<file path="src/rtl/adma_pkg.sv">
// Shared encodings for the audio descriptor ring DMA channel.
// Assumes a 32-bit register port.
package adma_pkg;
    localparam int REG_W = 32;

    typedef enum logic [2:0] {
        ST_IDLE, ST_DESC_A, ST_DESC_B, ST_SLOT, ST_DATA, ST_END
    } eng_state_t;

    localparam logic [2:0] RA_BASE  = 3'd0;
    localparam logic [2:0] RA_CUR   = 3'd1;
    localparam logic [2:0] RA_LAST  = 3'd2;
    localparam logic [2:0] RA_PREF  = 3'd3;
    localparam logic [2:0] RA_STAT  = 3'd4;
    localparam logic [2:0] RA_COUNT = 3'd5;
    localparam logic [2:0] RA_CTRL  = 3'd6;

    localparam int CB_RUN    = 0;
    localparam int CB_RST    = 1;
    localparam int CB_LASTIE = 2;
    localparam int CB_ERRIE  = 3;
    localparam int CB_DONEIE = 4;

    localparam int SB_HALT     = 0;
    localparam int SB_ATLAST   = 1;
    localparam int SB_LASTDONE = 2;
    localparam int SB_DONE     = 3;
    localparam int SB_ERR      = 4;

    localparam int DF_IRQ  = 31;
    localparam int DF_ZERO = 30;
endpackage

</file>
<file path="src/rtl/adma_regs.sv">
// Register file: base, last-valid index, control and sticky status.
// Assumes ev_* are single-cycle pulses from the engine and output slot.
module adma_regs
    import adma_pkg::*;
#(
    parameter int ADDR_W = 32,
    parameter int IDX_W  = 5,
    parameter int CNT_W  = 16
) (
    input  logic              clk,
    input  logic              rst_n,
    input  logic              reg_we,
    input  logic [2:0]        reg_addr,
    input  logic [REG_W-1:0]  reg_wdata,
    output logic [REG_W-1:0]  reg_rdata,
    input  logic [IDX_W-1:0]  civ,
    input  logic [IDX_W-1:0]  piv,
    input  logic [CNT_W-1:0]  count,
    input  logic              halted,
    input  logic              ev_done,
    input  logic              ev_lastdone,
    input  logic              ev_err,
    output logic [ADDR_W-1:0] base_addr,
    output logic [IDX_W-1:0]  lvi,
    output logic              run,
    output logic              rr_pulse,
    output logic              irq
);
    localparam int CTRL_W = 5;

    logic [ADDR_W-1:0] base_q;
    logic [IDX_W-1:0]  lvi_q;
    logic [CTRL_W-1:0] ctrl_q;
    logic              lastdone_q, done_q, err_q;
    logic              stat_wr;
    logic [REG_W-1:0]  stat_w;

    assign stat_wr  = reg_we && (reg_addr == RA_STAT);
    assign rr_pulse = reg_we && (reg_addr == RA_CTRL) && reg_wdata[CB_RST] && halted;

    // Configuration registers: base, last-valid index, control.
    always_ff @(posedge clk) begin
        if (!rst_n) begin
            base_q <= '0;
            lvi_q  <= '0;
            ctrl_q <= '0;
        end else begin
            if (reg_we && reg_addr == RA_BASE)
                base_q <= {reg_wdata[ADDR_W-1:3], 3'b000};
            if (rr_pulse)
                lvi_q <= '0;
            else if (reg_we && reg_addr == RA_LAST)
                lvi_q <= reg_wdata[IDX_W-1:0];
            if (reg_we && reg_addr == RA_CTRL)
                ctrl_q <= {reg_wdata[CB_DONEIE:CB_LASTIE], 1'b0, reg_wdata[CB_RUN]};
        end
    end

    // Sticky status: set by events (priority), cleared by writing 1.
    always_ff @(posedge clk) begin
        if (!rst_n || rr_pulse) begin
            lastdone_q <= 1'b0;
            done_q     <= 1'b0;
            err_q      <= 1'b0;
        end else begin
            lastdone_q <= ev_lastdone | (lastdone_q & ~(stat_wr & reg_wdata[SB_LASTDONE]));
            done_q     <= ev_done     | (done_q     & ~(stat_wr & reg_wdata[SB_DONE]));
            err_q      <= ev_err      | (err_q      & ~(stat_wr & reg_wdata[SB_ERR]));
        end
    end

    assign stat_w = {{(REG_W-5){1'b0}}, err_q, done_q, lastdone_q, (civ == lvi_q), halted};

    // Read multiplexer.
    always_comb begin
        case (reg_addr)
            RA_BASE:  reg_rdata = REG_W'(base_q);
            RA_CUR:   reg_rdata = REG_W'(civ);
            RA_LAST:  reg_rdata = REG_W'(lvi_q);
            RA_PREF:  reg_rdata = REG_W'(piv);
            RA_STAT:  reg_rdata = stat_w;
            RA_COUNT: reg_rdata = REG_W'(count);
            RA_CTRL:  reg_rdata = REG_W'(ctrl_q);
            default:  reg_rdata = '0;
        endcase
    end

    assign base_addr = base_q;
    assign lvi       = lvi_q;
    assign run       = ctrl_q[CB_RUN];
    assign irq       = (done_q & ctrl_q[CB_DONEIE]) | (lastdone_q & ctrl_q[CB_LASTIE])
                     | (err_q & ctrl_q[CB_ERRIE]);

    // an error event is visible as sticky status on the next cycle
    a_r9_err_sticky: assert property (@(posedge clk) disable iff (!rst_n)
        ev_err |=> err_q);
    // writing 1 clears the done bit when no new event collides
    a_r10_w1c_done: assert property (@(posedge clk) disable iff (!rst_n)
        (stat_wr && reg_wdata[SB_DONE] && !ev_done) |=> !done_q);
endmodule

</file>
<file path="src/rtl/adma_engine.sv">
// Descriptor and sample fetch state machine with index and count tracking.
// Assumes one memory response per held request, nonzero descriptor counts,
// and no base or descriptor rewrite while running.
module adma_engine
    import adma_pkg::*;
#(
    parameter int ADDR_W = 32,
    parameter int IDX_W  = 5,
    parameter int CNT_W  = 16,
    parameter int DATA_W = 32
) (
    input  logic              clk,
    input  logic              rst_n,
    input  logic              run,
    input  logic              rr_pulse,
    input  logic [ADDR_W-1:0] base_addr,
    input  logic [IDX_W-1:0]  lvi,
    input  logic              slot_full,
    output logic              mem_req,
    output logic [ADDR_W-1:0] mem_addr,
    input  logic              mem_rvalid,
    input  logic [DATA_W-1:0] mem_rdata,
    output logic              push,
    output logic [DATA_W-1:0] push_data,
    output logic              zero_fill,
    output logic [IDX_W-1:0]  civ,
    output logic [IDX_W-1:0]  piv,
    output logic [CNT_W-1:0]  count,
    output logic              halted,
    output logic              ev_done,
    output logic              ev_lastdone
);
    localparam int DESC_SHIFT = 3;

    eng_state_t        st_q;
    logic [IDX_W-1:0]  civ_q, piv_q;
    logic [CNT_W-1:0]  cnt_q;
    logic [ADDR_W-1:0] ptr_q, desc_addr;
    logic              ioc_q, zf_q, last_smp;
    logic              desc_unused;

    assign desc_addr   = base_addr + ADDR_W'({civ_q, {DESC_SHIFT{1'b0}}});
    assign desc_unused = ^{mem_rdata[DF_ZERO-1:CNT_W], mem_rdata[1:0]};

    // Memory request and address follow the fetch state.
    always_comb begin
        mem_req = (st_q == ST_DESC_A) || (st_q == ST_DESC_B) || (st_q == ST_DATA);
        case (st_q)
            ST_DESC_A: mem_addr = desc_addr;
            ST_DESC_B: mem_addr = desc_addr + ADDR_W'(4);
            default:   mem_addr = ptr_q;
        endcase
    end

    assign push        = (st_q == ST_DATA) && mem_rvalid;
    assign push_data   = mem_rdata;
    assign last_smp    = push && (cnt_q == CNT_W'(1));
    assign ev_done     = last_smp && ioc_q;
    assign ev_lastdone = last_smp && (civ_q == lvi);
    assign halted      = (st_q == ST_IDLE) || (st_q == ST_END);

    // Fetch sequencing, index advance and per-buffer bookkeeping.
    always_ff @(posedge clk) begin
        if (!rst_n || rr_pulse) begin
            st_q  <= ST_IDLE;
            civ_q <= '0;
            piv_q <= '0;
            cnt_q <= '0;
            ptr_q <= '0;
            ioc_q <= 1'b0;
            zf_q  <= 1'b0;
        end else begin
            case (st_q)
                ST_IDLE:
                    if (run) st_q <= (cnt_q != '0) ? ST_SLOT : ST_DESC_A;
                ST_DESC_A:
                    if (mem_rvalid) begin
                        ptr_q <= {mem_rdata[ADDR_W-1:2], 2'b00};
                        st_q  <= ST_DESC_B;
                    end
                ST_DESC_B:
                    if (mem_rvalid) begin
                        cnt_q <= mem_rdata[CNT_W-1:0];
                        ioc_q <= mem_rdata[DF_IRQ];
                        zf_q  <= mem_rdata[DF_ZERO];
                        piv_q <= civ_q + IDX_W'(1);
                        st_q  <= ST_SLOT;
                    end
                ST_SLOT:
                    if (!run) st_q <= ST_IDLE;
                    else if (!slot_full) st_q <= ST_DATA;
                ST_DATA:
                    if (mem_rvalid) begin
                        ptr_q <= ptr_q + ADDR_W'(4);
                        cnt_q <= cnt_q - CNT_W'(1);
                        if (cnt_q == CNT_W'(1)) begin
                            if (civ_q == lvi) st_q <= ST_END;
                            else begin
                                civ_q <= civ_q + IDX_W'(1);
                                st_q  <= run ? ST_DESC_A : ST_IDLE;
                            end
                        end else begin
                            st_q <= ST_SLOT;
                        end
                    end
                ST_END:
                    if (run && civ_q != lvi) begin
                        civ_q <= civ_q + IDX_W'(1);
                        st_q  <= ST_DESC_A;
                    end
                default: st_q <= ST_IDLE;
            endcase
        end
    end

    assign zero_fill = zf_q;
    assign civ       = civ_q;
    assign piv       = piv_q;
    assign count     = cnt_q;

    // an unanswered request stays up with the same address
    a_r3_req_held: assert property (@(posedge clk) disable iff (!rst_n)
        (mem_req && !mem_rvalid) |=> (mem_req && $stable(mem_addr)));
    // completing the last valid buffer halts with no further reads
    a_r6_halt_on_last: assert property (@(posedge clk) disable iff (!rst_n)
        ev_lastdone |=> (halted && !mem_req));
    // with run low a halted engine stays halted
    a_r11_pause_holds: assert property (@(posedge clk) disable iff (!rst_n)
        (!run && halted) |=> halted);
endmodule

</file>
<file path="src/rtl/adma_outslot.sv">
// One-word output slot toward the link, with underrun fill policy.
// Assumes push only arrives while the slot is empty.
module adma_outslot #(
    parameter int DATA_W = 32
) (
    input  logic              clk,
    input  logic              rst_n,
    input  logic              push,
    input  logic [DATA_W-1:0] push_data,
    input  logic              take,
    input  logic              zero_fill,
    output logic              full,
    output logic [DATA_W-1:0] smp_data,
    output logic              underrun
);
    logic              full_q;
    logic [DATA_W-1:0] hold_q, last_q, out_q;

    assign underrun = take && !full_q;

    // Slot fill/drain and output selection on each pull.
    always_ff @(posedge clk) begin
        if (!rst_n) begin
            full_q <= 1'b0;
            hold_q <= '0;
            last_q <= '0;
            out_q  <= '0;
        end else begin
            if (take && full_q) begin
                out_q  <= hold_q;
                last_q <= hold_q;
            end else if (take) begin
                out_q <= zero_fill ? '0 : last_q;
            end
            if (push) begin
                hold_q <= push_data;
                full_q <= 1'b1;
            end else if (take) begin
                full_q <= 1'b0;
            end
        end
    end

    assign full     = full_q;
    assign smp_data = out_q;

    // the engine never overwrites an unread sample
    a_r3_no_overwrite: assert property (@(posedge clk) disable iff (!rst_n)
        push |-> !full_q);
    // zero-fill policy yields zero on an empty pull
    a_r8_zero_fill: assert property (@(posedge clk) disable iff (!rst_n)
        (take && !full_q && zero_fill) |=> (smp_data == '0));
endmodule

</file>
<file path="src/rtl/audio_ring_dma.sv">
// Top of the audio descriptor ring DMA channel: registers, fetch engine
// and output slot. Assumes a single-outstanding memory read port.
module audio_ring_dma #(
    parameter int ADDR_W = 32,
    parameter int IDX_W  = 5,
    parameter int CNT_W  = 16,
    parameter int DATA_W = 32
) (
    input  logic              clk,
    input  logic              rst_n,
    input  logic              reg_we,
    input  logic [2:0]        reg_addr,
    input  logic [31:0]       reg_wdata,
    output logic [31:0]       reg_rdata,
    output logic              mem_req,
    output logic [ADDR_W-1:0] mem_addr,
    input  logic              mem_rvalid,
    input  logic [DATA_W-1:0] mem_rdata,
    input  logic              smp_take,
    output logic [DATA_W-1:0] smp_data,
    output logic              irq
);
    logic [ADDR_W-1:0] base_addr;
    logic [IDX_W-1:0]  lvi, civ, piv;
    logic [CNT_W-1:0]  count;
    logic              run, rr_pulse, halted, ev_done, ev_lastdone, ev_err;
    logic              push, zero_fill, slot_full, underrun;
    logic [DATA_W-1:0] push_data;

    // Underrun only counts as an error while the engine runs.
    assign ev_err = underrun && !halted;

    adma_regs #(.ADDR_W(ADDR_W), .IDX_W(IDX_W), .CNT_W(CNT_W)) u_regs (
        .clk(clk), .rst_n(rst_n), .reg_we(reg_we), .reg_addr(reg_addr),
        .reg_wdata(reg_wdata), .reg_rdata(reg_rdata), .civ(civ), .piv(piv),
        .count(count), .halted(halted), .ev_done(ev_done),
        .ev_lastdone(ev_lastdone), .ev_err(ev_err), .base_addr(base_addr),
        .lvi(lvi), .run(run), .rr_pulse(rr_pulse), .irq(irq)
    );

    adma_engine #(.ADDR_W(ADDR_W), .IDX_W(IDX_W), .CNT_W(CNT_W), .DATA_W(DATA_W)) u_engine (
        .clk(clk), .rst_n(rst_n), .run(run), .rr_pulse(rr_pulse),
        .base_addr(base_addr), .lvi(lvi), .slot_full(slot_full),
        .mem_req(mem_req), .mem_addr(mem_addr), .mem_rvalid(mem_rvalid),
        .mem_rdata(mem_rdata), .push(push), .push_data(push_data),
        .zero_fill(zero_fill), .civ(civ), .piv(piv), .count(count),
        .halted(halted), .ev_done(ev_done), .ev_lastdone(ev_lastdone)
    );

    adma_outslot #(.DATA_W(DATA_W)) u_slot (
        .clk(clk), .rst_n(rst_n), .push(push), .push_data(push_data),
        .take(smp_take), .zero_fill(zero_fill), .full(slot_full),
        .smp_data(smp_data), .underrun(underrun)
    );
endmodule

</file>
<file path="config.mk">
export PLATFORM = sky130hd
export DESIGN_NAME = audio_ring_dma
export DESIGN_NICKNAME = d
export VERILOG_FILES = /design/src/rtl/adma_pkg.sv /design/src/rtl/adma_regs.sv /design/src/rtl/adma_engine.sv /design/src/rtl/adma_outslot.sv /design/src/rtl/audio_ring_dma.sv
export SDC_FILE = /design/constraint.sdc
export NUM_CORES = 1
export LEC_CHECK = 0
export ABC_AREA = 1
export BUFFER_PORTS_ARGS = -buffer_cell sky130_fd_sc_hd__buf_2
export CAP_MARGIN = 30
export CELL_PAD_IN_SITES_DETAIL_PLACEMENT = 1
export CELL_PAD_IN_SITES_GLOBAL_PLACEMENT = 1
export CORE_ASPECT_RATIO = 1.5
export CORE_UTILIZATION = 43
export DETAILED_ROUTE_END_ITERATION = 6
export GPL_TIMING_DRIVEN = 1
export PLACE_DENSITY = 0.93
export SETUP_SLACK_MARGIN = 0.5
export SYNTH_ARGS = -nofsm -noshare
export SYNTH_HDL_FRONTEND = slang
export SYNTH_SLANG_ARGS = --single-unit
</file>
<file path="constraint.sdc">
create_clock -name clk -period 6.9 [get_ports clk]
set_input_delay 1.38 -clock clk [delete_from_list [all_inputs] [get_ports clk]]
set_output_delay 1.38 -clock clk [all_outputs]
set_load 0.02 [all_outputs]
</file>
==> results of run 1 <==
==> worst max-delay path, stage by stage (launching register included) <==
cell     delay [ps]
dfxtp_1         520
ha_1            240
inv_1            70
fa_1            410
inv_1            80
nand3_1          60
nand2_1         120
nand2_1         110
a21oi_2         360
nand2_1         160
xor2_1          170
a21oi_1         180
buf_2           200
==> cells in the mapped netlist (5+ instances only) <==
library cell  number
nor2_2             5
ha_1              10
nor2_1           156
dfxtp_1          199
a21oi_1          195
buf_2             25
a32o_1            32
inv_2              5
a31oi_1           10
nand2_1          395
o21ai_0          109
o22ai_1           20
nand3_1          133
nor3_1            26
clkbuf_1          44
buf_4              6
xor2_1            17
inv_1            146
nand4_1           17
nand3b_1           5
==> power groups by stage <==
stage | Combinational [uW] | Sequential (uW) | Clock (uW)
5_1_grt | 729 | 1280 | 1130
2_1_floorplan | 454 | 1270 | 0
3_5_place_dp | 661 | 1300 | 0
4_1_cts | 667 | 1270 | 1090
3_3_place_gp | 635 | 1300 | 0
6_report | 670 | 1270 | 1080
==> per-stage QoR <==
step	utilization, %	cell area (sq um)	hold WS, ps
5_1_grt	50.8	12100	486
6_report	50.8	12100	464
4_1_cts	50.8	12100	465
3_5_place_dp	48.2	11500	454
2_1_floorplan	-	10600	439
3_3_place_gp	47.9	11500	448
==> per-layer routing <==
layer / wire (um) / up-vias
met1: 15600 / 5523
met2: 19300 / 339
li1: - / 5538
met5: 0 / -
met3: 1560 / 86
met4: 1370 / 0
==> cell type report <==
type | instances | area (sq um) | share of cell area, %
Clock buffer | 17 | 425 | 3.50
Clock inverter | 14 | 199 | 1.64
Inverter | 152 | 573 | 4.72
Multi-Input combinational cell | 1163 | 5600 | 46.2
Sequential cell | 199 | 3980 | 32.8
Tap cell | 319 | 399 | 3.29
Timing Repair Buffer | 178 | 958 | 7.89
==> path summary, 6_finish.rpt <==
path                                      endpoint  cells past startpoint
worst max-delay path                  mem_addr[17]                     12
worst min-delay path             u_slot.hold_q[11]                      2
worst max register to register  u_engine.count[12]                      9
worst min register to register   u_slot.hold_q[11]                      2
==> placed cells by master (no fill, tap or decap), drive strengths merged, types with 17 or more instances in the layout <==
| cell type | instances |
|---|---|
| a32o | 32 |
| o22ai | 20 |
| xor2 | 17 |
| buf | 178 |
| a21oi | 197 |
| nor3 | 26 |
| nand2 | 401 |
| nand3 | 135 |
| nor2 | 161 |
| clkbuf | 17 |
| dfxtp | 199 |
| inv | 154 |
| o21ai | 113 |
| nand4 | 17 |
==> sequential cells by signal (all words and copies together) (netlist names) <==
name / cells
u_engine.st_q: 3
u_regs.lastdone_q: 1
u_regs.ctrl_q: 4
u_regs.done_q: 1
u_engine.count: 16
u_engine.ioc_q: 1
u_slot.hold_q: 32
u_slot.smp_data: 32
u_engine.piv: 5
u_engine.civ: 5
u_slot.full: 1
u_regs.lvi: 5
u_regs.err_q: 1
u_engine.ptr_q: 30
u_regs.base_addr: 29
u_engine.zero_fill: 1
u_slot.last_q: 32
==> logic make-up after synthesis <==
kind of cell,count (synthesis),synth area share [%]
compound gates,385,20.6
xor+xnor,18,1.49
fa+ha+maj,11,1.38
buf+inv,235,9.12
flops,199,37.8
other cells,1,0.0356
simple gates,747,29.6
==> impl_metrics.ini, run 1 <==
[logic_synthesis]
yosys.cell_types.count = 41
synth_seq_area_share_pct = 37.8
synth_warnings = 0
synth_top_cell_area_share_pct = 37.8
synth_top_area_cell = dfxtp_1
synthCells = 1596
synth_flop_cell = dfxtp_1
syn_area_sq_um = 10500
synthArstFlopShare_pct = 0
synth_edf_count = 0
ys_ff_latch = 199
synthTopCellsByArea = dfxtp_1, nand2_1, a21oi_1
syn_area_per_cell_sq_um = 6.61

[worst_setup_path]
worstSetupPathType = reg2out
timing.rr.start = u_engine.st_q[0]
setup.worst_path.end_class = output port
start_kind = register
crit_path_max_fanout = 8
critical_path_arrival_ps = 3130
startpoint = u_engine.civ[0]
critPathRequiredTime_ps = 5520
r2r_setup_slack_ps = 3510

[clock_tree]
cts.clk_slew.worst_paths_ps = 80
cts_buffer_depth = 2
cts-resized-gates = 0
htree_num_levels = 4
cts-root-buf = clkbuf_16
cts_tree = done
insertion_delay_ps = 450
hold_buffers = 0
cts_setup_buffers = 0
cts_num_sinks = 199
cts_made_buffers = 17

[timing]
fin_worst_skew_ps = 7.95
slew_headroom_pct = 36.0
hold_viol_final = 0
period_minus_slack_ps = 4510
tightest_slew_ps = 960
fin_ws_ps = 2390
period_share_pct = 65.4
finalSetupTns_ps = 0
rsz0062_at_grt = false
setup-violations-final = 0
fmax_mhz = 222
drv_slew = 0

[global_routing]
antenna_found_initial = 0
grt-ovfl-total = 0
grt_max_degree = 92
grt_usage_pct = 30.6
gr-max-usage-layer = met2
first_global_vias = 11700
gr-usage-met3_pct = 4.55
grtUsageMet2_pct = 53.6
grt_pass1_wl_um = 60300
grt.met1_usage_pct = 36.4

[min_path]
hold_path_class = reg2reg
hp-start = u_slot.hold_q[11]

[placement]
portBuffers = 167
globalplace.congestion = 0.902
hpwl_um = 27700
dp_cells = 2011
pre_cts_slack_ps = 2560

[pwr]
total_power_uw = 3020
intPower_uw = 1980
power_density_nw_per_um2 = 249
power.share.sequential_pct = 42.2
p_comb_share_pct = 22.2
vdd_drop_max_mv = 0.179
switchingPower_uw = 1030
p_sw_share_pct = 34.2
p_clk_share_pct = 35.7
leakagePower_uw = 0.00484

[die]
start_util_pct = 44.1
die_y_um = 194
die_x_um = 130
core_area_sq_um = 23900
dieArea_sq_um = 25200
rows = 69
num_io_pins = 170

[finish]
nets = 1794
fin_cells = 2042
syn2layout_area_growth_pct = 15.1
nFillCells = 3231
layout-drive-gt1-share_pct = 13.5
num_antenna_cells = 0

[detailed_routing]
post_drt_wl_per_cell_um = 18.5
totalWireLength_um = 37800
drc = 0
drt_iter0_drc = 668
vias = 11500
viasPerCell = 5.62
firstDrtPassIters = 5
postRouteAntennaNets = 0

[outcome]
run_status = finished, final reports clean

[job]
cap_violations = 0
(Power assumes the default switching activity.)
==> inputs of run 2 (changes only) <==
--- a/config.mk
+++ b/config.mk
@@ -11,10 +11,10 @@
 export CELL_PAD_IN_SITES_DETAIL_PLACEMENT = 1
 export CELL_PAD_IN_SITES_GLOBAL_PLACEMENT = 1
 export CORE_ASPECT_RATIO = 1.5
-export CORE_UTILIZATION = 43
+export CORE_UTILIZATION = 36
 export DETAILED_ROUTE_END_ITERATION = 6
 export GPL_TIMING_DRIVEN = 1
-export PLACE_DENSITY = 0.93
+export PLACE_DENSITY = 0.84
 export SETUP_SLACK_MARGIN = 0.5
 export SYNTH_ARGS = -nofsm -noshare
 export SYNTH_HDL_FRONTEND = slang
==> constraint.sdc (replaced) <==
create_clock -name clk -period 4.1 [get_ports clk]
set_input_delay 0.82 -clock clk [delete_from_list [all_inputs] [get_ports clk]]
set_output_delay 0.82 -clock clk [all_outputs]
set_load 0.02 [all_outputs]
==> impl_metrics.ini, run 2 (same netlist as run 1, synthesis figures left out) <==
[die]
num_io_pins = 170
die_y_um = 212
core_area_sq_um = 28700
die_x_um = 142
rows = 76
dieArea_sq_um = 30000
start_util_pct = 36.7

[clock_tree]
cts-root-buf = clkbuf_16
insertion_delay_ps = 470
cts.clk_slew.worst_paths_ps = 70
cts_buffer_depth = 2
cts_made_buffers = 17
cts_tree = done
htree_num_levels = 4
cts_num_sinks = 199

[detailed_routing]
viasPerCell = 5.39
vias = 11400
drc = 0
totalWireLength_um = 38500
firstDrtPassIters = 6
postRouteAntennaNets = 0
drt_iter0_drc = 707
post_drt_wl_per_cell_um = 18.2

[timing]
fin_worst_skew_ps = 11.7
rsz0062_at_grt = true
period_share_pct = 84.8
fmax_mhz = 288
setup-violations-final = 0
drv_slew = 0
hold_viol_final = 0
slew_headroom_pct = 46.1
tightest_slew_ps = 808
fin_ws_ps = 625
finalSetupTns_ps = 0
period_minus_slack_ps = 3480
worst_hold_slack_ps = 466

[placement]
pre_cts_slack_ps = 671
portBuffers = 167
globalplace.congestion = 0.913
dp_cells = 2085
hpwl_um = 28900

[worst_setup_path]
cpMaxStageDelayCell = dfxtp_4
critical_path.max_stage_delay_ps = 370
start_kind = register
worstSetupPathType = reg2out
critical_path_arrival_ps = 2660
crit_path_max_fanout = 5
critPathRequiredTime_ps = 3280
setup.worst_path.end_class = output port
crit_path_cell_trace = ha_2, inv_1, fa_2, inv_1, nand3_1, nand2_2, nand2_2, nand2_2, nand2_1, nor2_4, nand2_1, nand2_1, nand2_1, a21oi_2, buf_4
crit_top_cell = nand2_1
r2r_setup_slack_ps = 1250

[pwr]
vdd_drop_max_mv = 0.305
leakagePower_uw = 0.00485
total_power_uw = 4990
power_density_nw_per_um2 = 405

[min_path]
hold_path_class = reg2reg

[finish]
fin_cells = 2121
mostFrequentLayoutCells = nand2_1, dfxtp_1, a21oi_1
num_antenna_cells = 0
layout-drive-gt1-share_pct = 14.8
nets = 1801
syn2layout_area_growth_pct = 17.0
layout_commonest_cell = nand2_1

[global_routing]
grt_max_degree = 58
grt_pass1_wl_um = 60700
first_global_vias = 11500
grt-ovfl-total = 0
antenna_found_initial = 0
grt_usage_pct = 26.1

[outcome]
run_status = finished, final reports clean

[job]
cap_violations = 0
[run 2: cell count changes in the layout (fill, tap and decap cells not counted), sizes merged]
cell    delta
bufinv     -2
clkinv     -4
buf        +7
clkbuf     +2
inv        +5
[run 2: critical path, delay by kind of cell (launching register included)]
kind / cells / cell delay, ps
buffers and inverters: 3 / 310
AOI/OAI and AO/OA: 1 / 190
adders and majority gates: 2 / 540
DFF: 1 / 370
and+or+nand+nor: 9 / 780
[run 2: timing repair]
item | CTS | global route
pin swaps | 3 | 3
gates resized for setup | 15 | 13
hold buffers | 0 | 0
setup endpoints to repair | 12 | 11
setup buffers | 1 | 3
[run 2: worst paths after layout]
kind / startpoint / endpoint / cells past startpoint
worst max-delay path: u_engine.civ[0] / mem_addr[29] / 15
worst min-delay path: u_slot.hold_q[26] / u_slot.hold_q[26] / 2
worst max register to register: u_engine.st_q[0] / u_engine.count[12] / 9
worst min register to register: u_slot.hold_q[26] / u_slot.hold_q[26] / 2
[run 2: routing by layer]
layer	GRT usage [%]	wire length (um)	up-vias
met5	0	0	-
met4	12.0	1360	0
met3	3.33	1710	82
met2	46.4	19400	323
met1	30.8	16000	5475
li1	-	-	5548
[run 2: per-stage QoR]
stage	utilization [%]	instance area (sq um)
final	43.0	12300
after global routing	43.0	12300
after global placement	40.3	11600
after CTS	42.7	12300
after floorplan	-	10600
after detailed placement	40.5	11600
[run 2: final cells by class]
| cell class | count | area (sq um) |
|---|---|---|
| clock buffer | 19 | 433 |
| fill | 3833 | 16400 |
| timing repair buffer | 185 | 1030 |
| sequential | 199 | 3990 |
| inverter | 152 | 573 |
| multi-input combinational | 1163 | 5690 |
| tap | 390 | 488 |
| clock inverter | 13 | 134 |
[run 2: power by group]
part	leakage (uW)	internal (uW)	switching, uW
Combinational	0.00298	353	797
Clock	0.000267	856	846
Sequential	0.00161	2020	122
Total	0.00485	3230	1760
